## config.mk

```make
export PLATFORM = sky130hd
export DESIGN_NAME = thermal_guard
export DESIGN_NICKNAME = d
export VERILOG_FILES = /design/src/rtl/thermal_pkg.sv /design/src/rtl/thermal_flag.sv /design/src/rtl/thermal_seq.sv /design/src/rtl/thermal_guard.sv
export SDC_FILE = /design/constraint.sdc
export NUM_CORES = 1
export LEC_CHECK = 0
export BUFFER_PORTS_ARGS = -buffer_cell sky130_fd_sc_hd__buf_4
export CORE_AREA = 2 2 39 41
export CTS_CLUSTER_SIZE = 20
export DETAILED_ROUTE_END_ITERATION = 10
export DIE_AREA = 0 0 41 43
export GPL_ROUTABILITY_DRIVEN = 0
export PLACE_DENSITY_LB_ADDON = 0.2
export SLEW_MARGIN = 20
export SYNTH_ARGS = -nofsm -noshare
export SYNTH_HDL_FRONTEND = slang
export SYNTH_SLANG_ARGS = --single-unit
```

## constraint.sdc

```tcl
create_clock -name clk -period 2.5 [get_ports clk]
set_clock_uncertainty 0.1 [all_clocks]
set_input_delay 0.375 -clock clk [delete_from_list [all_inputs] [get_ports clk]]
set_output_delay 0.375 -clock clk [all_outputs]
set_load 0.02 [all_outputs]
```

## src/rtl/thermal_pkg.sv

```systemverilog
package thermal_pkg;
    typedef enum logic [1:0] {
        ST_RUN  = 2'd0,
        ST_OFF  = 2'd1,
        ST_DEEP = 2'd2
    } seq_state_t;

    localparam int NUM_FLAGS = 3;
    localparam int IDX_WARN  = 0;
    localparam int IDX_MID   = 1;
    localparam int IDX_TOP   = 2;
endpackage

```

## src/rtl/thermal_flag.sv

```systemverilog
module thermal_flag (
    input  logic clk,
    input  logic rst_n,
    input  logic cmp,
    input  logic clr,
    output logic flag
);
    // A high comparator sets the flag. The clear strobe only wins when the comparator is low.
    always_ff @(posedge clk or negedge rst_n) begin
        if (!rst_n)
            flag <= 1'b0;
        else if (cmp)
            flag <= 1'b1;
        else if (clr)
            flag <= 1'b0;
    end

    p_flag_set_r2: assert property (@(posedge clk) disable iff (!rst_n)
        cmp |=> flag);
    p_flag_hold_r8: assert property (@(posedge clk) disable iff (!rst_n)
        (flag && !clr) |=> flag);
endmodule

```

## src/rtl/thermal_seq.sv

```systemverilog
module thermal_seq
    import thermal_pkg::*;
#(
    parameter int OFF_TICKS = 4,
    parameter int RETRY_W   = 3
) (
    input  logic               clk,
    input  logic               rst_n,
    input  logic               tick,
    input  logic               cmp_top,
    input  logic               wake,
    output logic               reg_off,
    output logic               deep_req,
    output logic [RETRY_W-1:0] retry_cnt
);
    localparam int TW = (OFF_TICKS < 2) ? 1 : $clog2(OFF_TICKS);
    localparam logic [RETRY_W-1:0] RETRY_MAX  = {RETRY_W{1'b1}};
    localparam logic [RETRY_W-1:0] RETRY_LAST = RETRY_MAX - 1'b1;
    localparam logic [TW-1:0]      OFF_LAST   = TW'(OFF_TICKS - 1);

    seq_state_t         state, state_nx;
    logic [TW-1:0]      off_cnt, off_cnt_nx;
    logic [RETRY_W-1:0] cnt_nx;

    // State register
    always_ff @(posedge clk or negedge rst_n) begin
        if (!rst_n) begin
            state     <= ST_RUN;
            off_cnt   <= '0;
            retry_cnt <= '0;
        end else begin
            state     <= state_nx;
            off_cnt   <= off_cnt_nx;
            retry_cnt <= cnt_nx;
        end
    end

    // Transitions
    always_comb begin
        state_nx   = state;
        off_cnt_nx = off_cnt;
        cnt_nx     = retry_cnt;
        unique case (state)
            ST_RUN: begin
                off_cnt_nx = '0;
                if (cmp_top) begin
                    cnt_nx = retry_cnt + 1'b1;
                    if (retry_cnt == RETRY_LAST)
                        state_nx = ST_DEEP;   // PARK
                    else
                        state_nx = ST_OFF;    // TRIP
                end
            end
            ST_OFF: begin
                if (tick) begin
                    if (off_cnt == OFF_LAST) begin
                        state_nx   = ST_RUN;  // RESUME
                        off_cnt_nx = '0;
                    end else begin
                        off_cnt_nx = off_cnt + 1'b1;
                    end
                end
            end
            ST_DEEP: begin
                if (wake) begin
                    state_nx = ST_RUN;        // WAKE
                    cnt_nx   = '0;
                end
            end
            default: state_nx = ST_RUN;
        endcase
    end

    // Outputs
    always_comb begin
        reg_off  = 1'b0;
        deep_req = 1'b0;
        unique case (state)
            ST_RUN:  ;
            ST_OFF:  reg_off = 1'b1;
            ST_DEEP: begin
                reg_off  = 1'b1;
                deep_req = 1'b1;
            end
            default: ;
        endcase
    end

    p_deep_full_r7: assert property (@(posedge clk) disable iff (!rst_n)
        (state == ST_DEEP) |-> (retry_cnt == RETRY_MAX));
    p_deep_stay_r7: assert property (@(posedge clk) disable iff (!rst_n)
        (state == ST_DEEP && !wake) |=> (state == ST_DEEP));
    p_cnt_step_r6: assert property (@(posedge clk) disable iff (!rst_n)
        (retry_cnt != $past(retry_cnt)) |->
            ((retry_cnt == $past(retry_cnt) + 1'b1) ||
             (retry_cnt == '0 && $past(state) == ST_DEEP && $past(wake))));
    p_off_no_early_r6: assert property (@(posedge clk) disable iff (!rst_n)
        (state == ST_OFF && !tick) |=> (state == ST_OFF));
endmodule

```

## src/rtl/thermal_guard.sv

```systemverilog
module thermal_guard
    import thermal_pkg::*;
#(
    parameter int OFF_TICKS = 4,
    parameter int RETRY_W   = 3
) (
    input  logic               clk,
    input  logic               rst_n,
    input  logic               tick,
    input  logic               cmp_warn,
    input  logic               cmp_mid,
    input  logic               cmp_top,
    input  logic               warn_mode,
    input  logic               clr,
    input  logic               wake,
    output logic               flag_warn,
    output logic               flag_mid,
    output logic               flag_top,
    output logic               drv_off,
    output logic               reg_off,
    output logic [RETRY_W-1:0] retry_cnt,
    output logic               deep_req
);
    logic [NUM_FLAGS-1:0] cmp_vec, flag_vec;

    assign cmp_vec[IDX_WARN] = cmp_warn;
    assign cmp_vec[IDX_MID]  = cmp_mid;
    assign cmp_vec[IDX_TOP]  = cmp_top;

    for (genvar i = 0; i < NUM_FLAGS; i++) begin : g_flag
        thermal_flag u_flag (
            .clk  (clk),
            .rst_n(rst_n),
            .cmp  (cmp_vec[i]),
            .clr  (clr),
            .flag (flag_vec[i])
        );
    end

    assign flag_warn = flag_vec[IDX_WARN];
    assign flag_mid  = flag_vec[IDX_MID];
    assign flag_top  = flag_vec[IDX_TOP];

    thermal_seq #(
        .OFF_TICKS(OFF_TICKS),
        .RETRY_W  (RETRY_W)
    ) u_seq (
        .clk      (clk),
        .rst_n    (rst_n),
        .tick     (tick),
        .cmp_top  (cmp_top),
        .wake     (wake),
        .reg_off  (reg_off),
        .deep_req (deep_req),
        .retry_cnt(retry_cnt)
    );

    // The mode picks which latched flag shuts the drivers off. A regulator-off state always does.
    assign drv_off = (!warn_mode && flag_vec[IDX_MID])
                   || (warn_mode && flag_vec[IDX_TOP])
                   || reg_off;

    p_mid_drv_r3: assert property (@(posedge clk) disable iff (!rst_n)
        (!warn_mode && cmp_mid && !$changed(warn_mode)) |=> drv_off);
    p_top_off_r5: assert property (@(posedge clk) disable iff (!rst_n)
        (cmp_top && !reg_off) |=> reg_off);
    p_top_drv_r5: assert property (@(posedge clk) disable iff (!rst_n)
        (warn_mode && cmp_top) |=> (drv_off || !warn_mode));
endmodule

```

==> results of run 1 <==
cell families (layout without fill, tap and decap cells):
group | after synthesis | count (layout) | share of synthesized area [%]
buf+inv | 6 | 27 | 3.69
fa+ha+maj | 7 | 7 | 14.3
compound gates | 17 | 17 | 19.5
simple gates | 14 | 14 | 13.9
flops | 10 | 10 | 41.0
mux | 4 | 4 | 7.58
final cells by class:
cell class	count	area, sq um
clock buffer	3	22.5
fill	119	593
inverter	6	22.5
multi-input combinational	42	338
sequential	10	250
tap	16	20.0
timing repair buffer	18	138
state kept, by name (all words and copies together) (netlist names):
register            cells
u_seq.state             2
u_seq.off_cnt           2
u_seq.retry_cnt         3
g_flag.u_flag.flag      3
synthesized netlist by cell type:
| library cell | number | area (sq um) |
|---|---|---|
| sky130_fd_sc_hd__dfrtp_1 | 10 | 250 |
| sky130_fd_sc_hd__ha_1 | 7 | 87.6 |
| sky130_fd_sc_hd__inv_1 | 6 | 22.5 |
| sky130_fd_sc_hd__o21ai_0 | 6 | 30.0 |
| sky130_fd_sc_hd__a21oi_1 | 4 | 20.0 |
| sky130_fd_sc_hd__nand2_1 | 4 | 15.0 |
| sky130_fd_sc_hd__a21o_1 | 3 | 22.5 |
| sky130_fd_sc_hd__nor2_1 | 3 | 11.3 |
| sky130_fd_sc_hd__mux2i_1 | 2 | 20.0 |
| sky130_fd_sc_hd__a211o_1 | 1 | 8.76 |
| sky130_fd_sc_hd__a211oi_4 | 1 | 20.0 |
| sky130_fd_sc_hd__a22o_1 | 1 | 8.76 |
| sky130_fd_sc_hd__and2b_1 | 1 | 7.51 |
| sky130_fd_sc_hd__and4bb_2 | 1 | 12.5 |
| sky130_fd_sc_hd__mux2_2 | 1 | 11.3 |
| sky130_fd_sc_hd__mux2_4 | 1 | 15.0 |
| sky130_fd_sc_hd__nand2b_1 | 1 | 6.26 |
| sky130_fd_sc_hd__nand3_1 | 1 | 5.00 |
| sky130_fd_sc_hd__nor2b_1 | 1 | 6.26 |
| sky130_fd_sc_hd__nor2b_4 | 1 | 13.8 |
| sky130_fd_sc_hd__nor3b_1 | 1 | 7.51 |
| sky130_fd_sc_hd__o311ai_0 | 1 | 8.76 |
power by group:
group / internal (mW) / switching (mW)
combinational: 0.267 / 0.284
sequential: 0.219 / 0.0552
clock: 0.0555 / 0.0532
metal layers:
metal  GRT usage (%)  part of all wire [%]  vias up
met5               0                     0        -
met4            12.0                   1.4        0
met3            5.76                   5.3        2
met2            26.9                    51       12
met1            21.9                    42      221
li1                -                     -      246
through the flow:
stage / total power, mW / cell area, sq um / util [%] / std cells
final: 0.934 / 791 / 57.1 / 95
after CTS: 0.948 / 791 / 57.1 / 95
after global placement: 0.822 / 758 / 54.8 / 91
after detailed placement: 0.830 / 758 / 54.8 / 91
after global routing: 1.03 / 791 / 57.1 / 95
after floorplan: 0.667 / 611 / - / 58
repair_timing:
action | CTS | global route
buffers inserted | 0 | 0
hold buffers | 1 | 0
setup endpoints to repair | 0 | 0
hold endpoints to repair | 10 | 0
path summary, 6_finish.rpt:
path	from	to	slack, ns
max	u_seq.state[0]	drv_off	0.56
min	cmp_mid	g_flag[1].u_flag.flag	0.19
max reg2reg	u_seq.state[0]	u_seq.state[0]	0.76
min reg2reg	g_flag[0].u_flag.flag	g_flag[0].u_flag.flag	0.39
max in group asynchronous	rst_n	g_flag[0].u_flag.flag	1.78
min in group asynchronous	rst_n	u_seq.retry_cnt[0]	0.38
==> impl_results.html, run 1 <==
<table>
<tr><th>Metric</th><th>Value</th></tr>
<tr><th colspan="2">Outcome</th></tr>
<tr><td>Result of the run</td><td>complete, no violations</td></tr>
<tr><th colspan="2">Floorplan</th></tr>
<tr><td>Num rows</td><td>14</td></tr>
<tr><td>Die H</td><td>43 um</td></tr>
<tr><td>Die span in x</td><td>41 um</td></tr>
<tr><td>Core outline area</td><td>1380 sq um</td></tr>
<tr><td>Count of pins on the block boundary</td><td>18</td></tr>
<tr><td>Starting utilization of the core area</td><td>44.1%</td></tr>
<tr><td>Overall die area</td><td>1760 sq um</td></tr>
<tr><th colspan="2">Placed design</th></tr>
<tr><td>Port Buffers</td><td>17</td></tr>
<tr><td>Sum of net half-perimeters after detailed placement</td><td>936 um</td></tr>
<tr><td>Worst Setup Slack post-DPL</td><td>0.771 ns</td></tr>
<tr><th colspan="2">Drt</th></tr>
<tr><td>Number of vias after detailed routing</td><td>481</td></tr>
<tr><td>Initial detailed-routing violation count</td><td>5</td></tr>
<tr><td>First drt pass iteration count</td><td>3</td></tr>
<tr><td>Remaining antenna violation count</td><td>0</td></tr>
<tr><td>Average wire per cell in the routed design</td><td>12.4 um</td></tr>
<tr><td>Count of unresolved DRC violations after routing</td><td>0</td></tr>
<tr><td>Final wirelength</td><td>1180 um</td></tr>
<tr><td>Routed via count divided by cell count</td><td>5.06</td></tr>
<tr><th colspan="2">GRT</th></tr>
<tr><td>Wire length of the first global-routing pass</td><td>2050 um</td></tr>
<tr><td>Largest net degree at the start of global routing</td><td>11</td></tr>
<tr><td>Overall Global Routing Usage</td><td>18.4%</td></tr>
<tr><td>Total congestion overflow after global routing</td><td>0</td></tr>
<tr><td>Antenna violations before repair</td><td>0</td></tr>
<tr><td>Number of global-route vias before repair</td><td>481</td></tr>
<tr><th colspan="2">Timing</th></tr>
<tr><td>Fin Setup TNS</td><td>0 ns</td></tr>
<tr><td>Final count of pins violating max slew</td><td>0</td></tr>
<tr><td>Worst hold margin</td><td>0.187 ns</td></tr>
<tr><td>Max Fclk</td><td>516 MHz</td></tr>
<tr><td>PnR worst setup slack</td><td>0.563 ns</td></tr>
<tr><td># setup viols final</td><td>0</td></tr>
<tr><td>Slew at the pin with the worst max-slew slack</td><td>0.291 ns</td></tr>
<tr><td>Share of the clock period used by the worst path after layout</td><td>77.5%</td></tr>
<tr><td>Worst slew margin relative to its limit</td><td>80.3%</td></tr>
<tr><td>Time the worst path needs with I/O delays and setup</td><td>1.94 ns</td></tr>
<tr><td>Final hold vios</td><td>0</td></tr>
<tr><td>Setup repair after global routing missed its margin</td><td>false</td></tr>
<tr><th colspan="2">Synth</th></tr>
<tr><td>Count of different cell masters after synthesis</td><td>22</td></tr>
<tr><td>Register bit total from synthesis</td><td>10</td></tr>
<tr><td>Total of warnings raised by yosys</td><td>0</td></tr>
<tr><td>Number of nets in the synthesized netlist</td><td>74</td></tr>
<tr><td>Share of the yosys chip area belonging to registers</td><td>41.0%</td></tr>
<tr><td>Synth Instances</td><td>58</td></tr>
<tr><td>Average cell area after synthesis</td><td>10.5 sq um</td></tr>
<tr><td>Netlist area before placement</td><td>611 sq um</td></tr>
<tr><th colspan="2">Setup path</th></tr>
<tr><td>Number of gates on the worst path with buffers counted</td><td>4</td></tr>
<tr><td>Cell with the largest stage delay on the worst path</td><td>sky130_fd_sc_hd__dfrtp_1</td></tr>
<tr><td>Arrival time of data at the critical path endpoint</td><td>1.46 ns</td></tr>
<tr><td>Setup crit end kind</td><td>primary output</td></tr>
<tr><td>WP data required</td><td>2.03 ns</td></tr>
<tr><td>Crit path launch type</td><td>flop</td></tr>
<tr><td>Total buffers and inverters traversed by the critical path</td><td>2</td></tr>
<tr><td>Cell-by-cell trace of the critical path</td><td>inv_1 -&gt; ha_1 -&gt; a211o_1 -&gt; buf_4</td></tr>
<tr><td>Number of cells on the worst reg-to-reg path</td><td>5</td></tr>
<tr><td>Slowest Stage Delay on Critical Path</td><td>0.39 ns</td></tr>
<tr><td>Kind of critical path</td><td>reg -&gt; out</td></tr>
<tr><td>Worst path top cell family by delay</td><td>flip-flops</td></tr>
<tr><td>Top fanout value on the critical path</td><td>4</td></tr>
<tr><th colspan="2">Min path</th></tr>
<tr><td>Worst hold path cell count</td><td>2</td></tr>
<tr><td>Class of the worst hold path</td><td>in -&gt; reg</td></tr>
<tr><th colspan="2">Power</th></tr>
<tr><td>Largest vdd supply drop</td><td>0.618 mV</td></tr>
<tr><td>Leak pwr</td><td>0.399 nW</td></tr>
<tr><td>Power per cell area</td><td>1180 nW/um^2</td></tr>
<tr><th colspan="2">Clock tree</th></tr>
<tr><td>Total number of clock tree sinks</td><td>10</td></tr>
<tr><td>Number of buffers added by the clock tree synthesis step</td><td>3</td></tr>
<tr><td>Root Buffer</td><td>sky130_fd_sc_hd__clkbuf_4</td></tr>
<tr><td>Number of cells upsized or downsized after cts</td><td>0</td></tr>
<tr><td>CTS tree</td><td>yes</td></tr>
<tr><td>Clock buffer depth</td><td>2</td></tr>
<tr><td>Number of H-tree levels</td><td>1</td></tr>
<tr><td>Clock edge transition at the registers on the reported setup and hold paths</td><td>0.07 ns</td></tr>
<tr><td>Clock latency on the worst-skew pair</td><td>0.26 ns</td></tr>
<tr><th colspan="2">Cells and area</th></tr>
<tr><td>Highest-count cells in the layout ignoring fill and taps</td><td>17 x sky130_fd_sc_hd__buf_4, 10 x sky130_fd_sc_hd__dfrtp_1, 7 x sky130_fd_sc_hd__ha_1</td></tr>
<tr><td>Layout area overhead</td><td>29.5%</td></tr>
<tr><td>Fraction of layout instances using a drive strength above 1</td><td>31.6%</td></tr>
<tr><td>Antenna fix cells</td><td>0</td></tr>
<tr><td>Leading cell type in the layout, fill and taps excluded</td><td>sky130_fd_sc_hd__buf_4</td></tr>
<tr><td>Final nets</td><td>97</td></tr>
<tr><th colspan="2">Flow run</th></tr>
<tr><td>Max capacitance violation total</td><td>0</td></tr>
</table>
Power figures use the tool's default switching activity.
==> run 2: changes to the inputs <==
==> constraint.sdc (replaced) <==
create_clock -name clk -period 2 [get_ports clk]
set_clock_uncertainty 0.1 [all_clocks]
set_input_delay 0.3 -clock clk [delete_from_list [all_inputs] [get_ports clk]]
set_output_delay 0.3 -clock clk [all_outputs]
set_load 0.02 [all_outputs]
==> impl_results.html, run 2 (same netlist as run 1, synthesis figures left out) <==
<table>
<tr><th>Metric</th><th>Value</th></tr>
<tr><th colspan="2">Outcome</th></tr>
<tr><td>Result of the run</td><td>complete, no violations (unchanged)</td></tr>
<tr><th colspan="2">Setup path</th></tr>
<tr><td>Number of cells on the worst reg-to-reg path</td><td>5 (unchanged)</td></tr>
<tr><td>Top fanout value on the critical path</td><td>4 (unchanged)</td></tr>
<tr><td>Crit path launch type</td><td>flop (unchanged)</td></tr>
<tr><td>Reg-to-reg slack, setup</td><td>0.26 ns (was 0.76 ns)</td></tr>
<tr><td>Setup crit end kind</td><td>primary output (unchanged)</td></tr>
<tr><td>Cell-by-cell trace of the critical path</td><td>inv_1 -&gt; ha_1 -&gt; a211o_1 -&gt; buf_4 (unchanged)</td></tr>
<tr><td>WP data required</td><td>1.60 ns (was 2.03 ns)</td></tr>
<tr><td>Kind of critical path</td><td>reg -&gt; out (unchanged)</td></tr>
<tr><td>Arrival time of data at the critical path endpoint</td><td>1.48 ns (was 1.46 ns)</td></tr>
<tr><td>Slowest Stage Delay on Critical Path</td><td>0.39 ns (about the same)</td></tr>
<tr><td>Beginning of the worst register-to-register path</td><td>u_seq.state[0] (unchanged)</td></tr>
<tr><td>Cell with the largest stage delay on the worst path</td><td>sky130_fd_sc_hd__dfrtp_1 (unchanged)</td></tr>
<tr><td>Crit path launch</td><td>u_seq.state[0] (unchanged)</td></tr>
<tr><th colspan="2">Placed design</th></tr>
<tr><td>Area after DPL</td><td>758 sq um (unchanged)</td></tr>
<tr><td>Sum of net half-perimeters after detailed placement</td><td>950 um (was 936 um)</td></tr>
<tr><td>Instance count after placement with tap cells included</td><td>91 (unchanged)</td></tr>
<tr><td>Port Buffers</td><td>17 (unchanged)</td></tr>
<tr><th colspan="2">Cells and area</th></tr>
<tr><td>Register area</td><td>250 sq um (unchanged)</td></tr>
<tr><td>Final nets</td><td>97 (unchanged)</td></tr>
<tr><td>Fraction of layout instances using a drive strength above 1</td><td>31.6% (unchanged)</td></tr>
<tr><td>Antenna fix cells</td><td>0 (unchanged)</td></tr>
<tr><td>Cell area after layout</td><td>791 sq um (unchanged)</td></tr>
<tr><td>Largest registers ranked by flip-flop count</td><td>g_flag.u_flag.flag x3, u_seq.retry_cnt x3 (unchanged)</td></tr>
<tr><td>Number of filler instances in the final layout</td><td>129 (was 119)</td></tr>
<tr><td>Multi-input logic area</td><td>338 sq um (unchanged)</td></tr>
<tr><td>Leading cell type in the layout, fill and taps excluded</td><td>sky130_fd_sc_hd__buf_4 (unchanged)</td></tr>
<tr><td>Finished Layout Cells</td><td>95 (unchanged)</td></tr>
<tr><td>Layout area overhead</td><td>29.5% (unchanged)</td></tr>
<tr><td>Highest-count cells in the layout ignoring fill and taps</td><td>17 x sky130_fd_sc_hd__buf_4, 10 x sky130_fd_sc_hd__dfrtp_1, 7 x sky130_fd_sc_hd__ha_1 (unchanged)</td></tr>
<tr><th colspan="2">Drt</th></tr>
<tr><td>Initial detailed-routing violation count</td><td>4 (was 5)</td></tr>
<tr><td>Final wirelength</td><td>1190 um (was 1180 um)</td></tr>
<tr><td>Number of vias after detailed routing</td><td>492 (was 481)</td></tr>
<tr><td>Count of unresolved DRC violations after routing</td><td>0 (unchanged)</td></tr>
<tr><td>Average wire per cell in the routed design</td><td>12.5 um (was 12.4 um)</td></tr>
<tr><td>Remaining antenna violation count</td><td>0 (unchanged)</td></tr>
<tr><td>Routed via count divided by cell count</td><td>5.18 (was 5.06)</td></tr>
<tr><td>First drt pass iteration count</td><td>4 (was 3)</td></tr>
<tr><th colspan="2">Clock tree</th></tr>
<tr><td>Clock buffer depth</td><td>2 (unchanged)</td></tr>
<tr><td>Number of H-tree levels</td><td>1 (unchanged)</td></tr>
<tr><td>Total number of clock tree sinks</td><td>10 (unchanged)</td></tr>
<tr><td>Clock edge transition at the registers on the reported setup and hold paths</td><td>0.07 ns (about the same)</td></tr>
<tr><td>Clock latency on the worst-skew pair</td><td>0.26 ns (about the same)</td></tr>
<tr><td>Total of hold buffers inserted after clock tree synthesis</td><td>1 (unchanged)</td></tr>
<tr><td>Post-CTS setup buffer count</td><td>0 (unchanged)</td></tr>
<tr><td>Number of cells upsized or downsized after cts</td><td>0 (unchanged)</td></tr>
<tr><td>CTS tree</td><td>yes (unchanged)</td></tr>
<tr><td>Number of buffers added by the clock tree synthesis step</td><td>3 (unchanged)</td></tr>
<tr><td>Root Buffer</td><td>sky130_fd_sc_hd__clkbuf_4 (unchanged)</td></tr>
<tr><th colspan="2">Flow run</th></tr>
<tr><td>Max capacitance violation total</td><td>0 (unchanged)</td></tr>
<tr><th colspan="2">GRT</th></tr>
<tr><td>Overall Global Routing Usage</td><td>16.8% (was 18.4%)</td></tr>
<tr><td>Total congestion overflow after global routing</td><td>0 (unchanged)</td></tr>
<tr><td>Largest net degree at the start of global routing</td><td>11 (unchanged)</td></tr>
<tr><td>Antenna violations before repair</td><td>0 (unchanged)</td></tr>
<tr><td>Number of global-route vias before repair</td><td>464 (was 481)</td></tr>
<tr><td>Wire length of the first global-routing pass</td><td>1940 um (was 2050 um)</td></tr>
<tr><th colspan="2">Timing</th></tr>
<tr><td>Final hold vios</td><td>0 (unchanged)</td></tr>
<tr><td># setup viols final</td><td>0 (unchanged)</td></tr>
<tr><td>Share of the clock period used by the worst path after layout</td><td>94.2%</td></tr>
<tr><td>Worst slew margin relative to its limit</td><td>80.7% (was 80.3%)</td></tr>
<tr><td>Final count of pins violating max slew</td><td>0 (unchanged)</td></tr>
<tr><td>Time the worst path needs with I/O delays and setup</td><td>1.88 ns</td></tr>
<tr><td>Setup repair after global routing missed its margin</td><td>false (unchanged)</td></tr>
<tr><td>Fin Setup TNS</td><td>0 ns (unchanged)</td></tr>
<tr><td>Worst hold margin</td><td>0.111 ns (was 0.187 ns)</td></tr>
<tr><td>Max Fclk</td><td>531 MHz</td></tr>
<tr><td>Slew at the pin with the worst max-slew slack</td><td>0.286 ns (was 0.291 ns)</td></tr>
<tr><th colspan="2">Floorplan</th></tr>
<tr><td>Starting utilization of the core area</td><td>44.1% (unchanged)</td></tr>
<tr><td>Count of pins on the block boundary</td><td>18 (unchanged)</td></tr>
<tr><td>Num rows</td><td>14 (unchanged)</td></tr>
<tr><td>Core outline area</td><td>1380 sq um (unchanged)</td></tr>
<tr><td>Overall die area</td><td>1760 sq um (unchanged)</td></tr>
<tr><td>Die H</td><td>43 um (unchanged)</td></tr>
<tr><td>Die span in x</td><td>41 um (unchanged)</td></tr>
<tr><th colspan="2">Min path</th></tr>
<tr><td>Worst hold path cell count</td><td>2 (unchanged)</td></tr>
<tr><td>Hold path startpoint</td><td>cmp_mid (unchanged)</td></tr>
<tr><td>Class of the worst hold path</td><td>in -&gt; reg (unchanged)</td></tr>
<tr><th colspan="2">Power</th></tr>
<tr><td>Power per cell area</td><td>1490 nW/um^2 (was 1180 nW/um^2)</td></tr>
<tr><td>Largest vdd supply drop</td><td>0.864 mV (was 0.618 mV)</td></tr>
<tr><td>Overall power</td><td>1.18 mW (was 0.934 mW)</td></tr>
<tr><td>Leak pwr</td><td>0.399 nW (unchanged)</td></tr>
</table>
-- run 2: critical path: cells and delay by family (launching register included) --
kind                     cells  cell delay [ns]
buffers and inverters        2             0.24
flip-flops                   1             0.39
adder cells (fa/ha/maj)      1             0.32
AO/OA/AOI/OAI                1             0.27
-- run 2: stage by stage --
| stage | util, % | setup WS (ns) |
|---|---|---|
| final | 57.1 | 0.116 |
| after global routing | 57.1 | 0.0511 |
| after CTS | 57.1 | 0.0955 |
| after detailed placement | 54.8 | 0.257 |
| after global placement | 54.8 | 0.313 |
| after floorplan | - | 0.277 |
-- run 2: area by class of cell --
class / count / share of cell area, %
flip-flops and latches: 10 / 31.6
repair buffers: 18 / 17.4
inverters: 6 / 2.85
multi-input cells: 42 / 42.7
clock buffers: 3 / 2.85
well taps: 16 / 2.53
-- run 2: worst paths after layout --
path | end
max in group asynchronous | u_seq.off_cnt[0]
min reg2reg | g_flag[0].u_flag.flag
min in group asynchronous | u_seq.retry_cnt[0]
min | g_flag[1].u_flag.flag
max reg2reg | u_seq.state[0]
max | drv_off
-- run 2: report_power, final --
group          internal [mW]  switching, mW
logic                  0.336          0.360
registers              0.274         0.0681
clock network         0.0694         0.0679
total                  0.679          0.496
-- run 2: per-layer routing --
| metal | wire, um | global-route usage (%) | vias up |
|---|---|---|---|
| met2 | 600 | 26.3 | 18 |
| met5 | 0 | 0 | - |
| met3 | 56 | 4.71 | 2 |
| met1 | 517 | 20.3 | 224 |
| met4 | 12 | 8.00 | 0 |
| li1 | - | - | 248 |
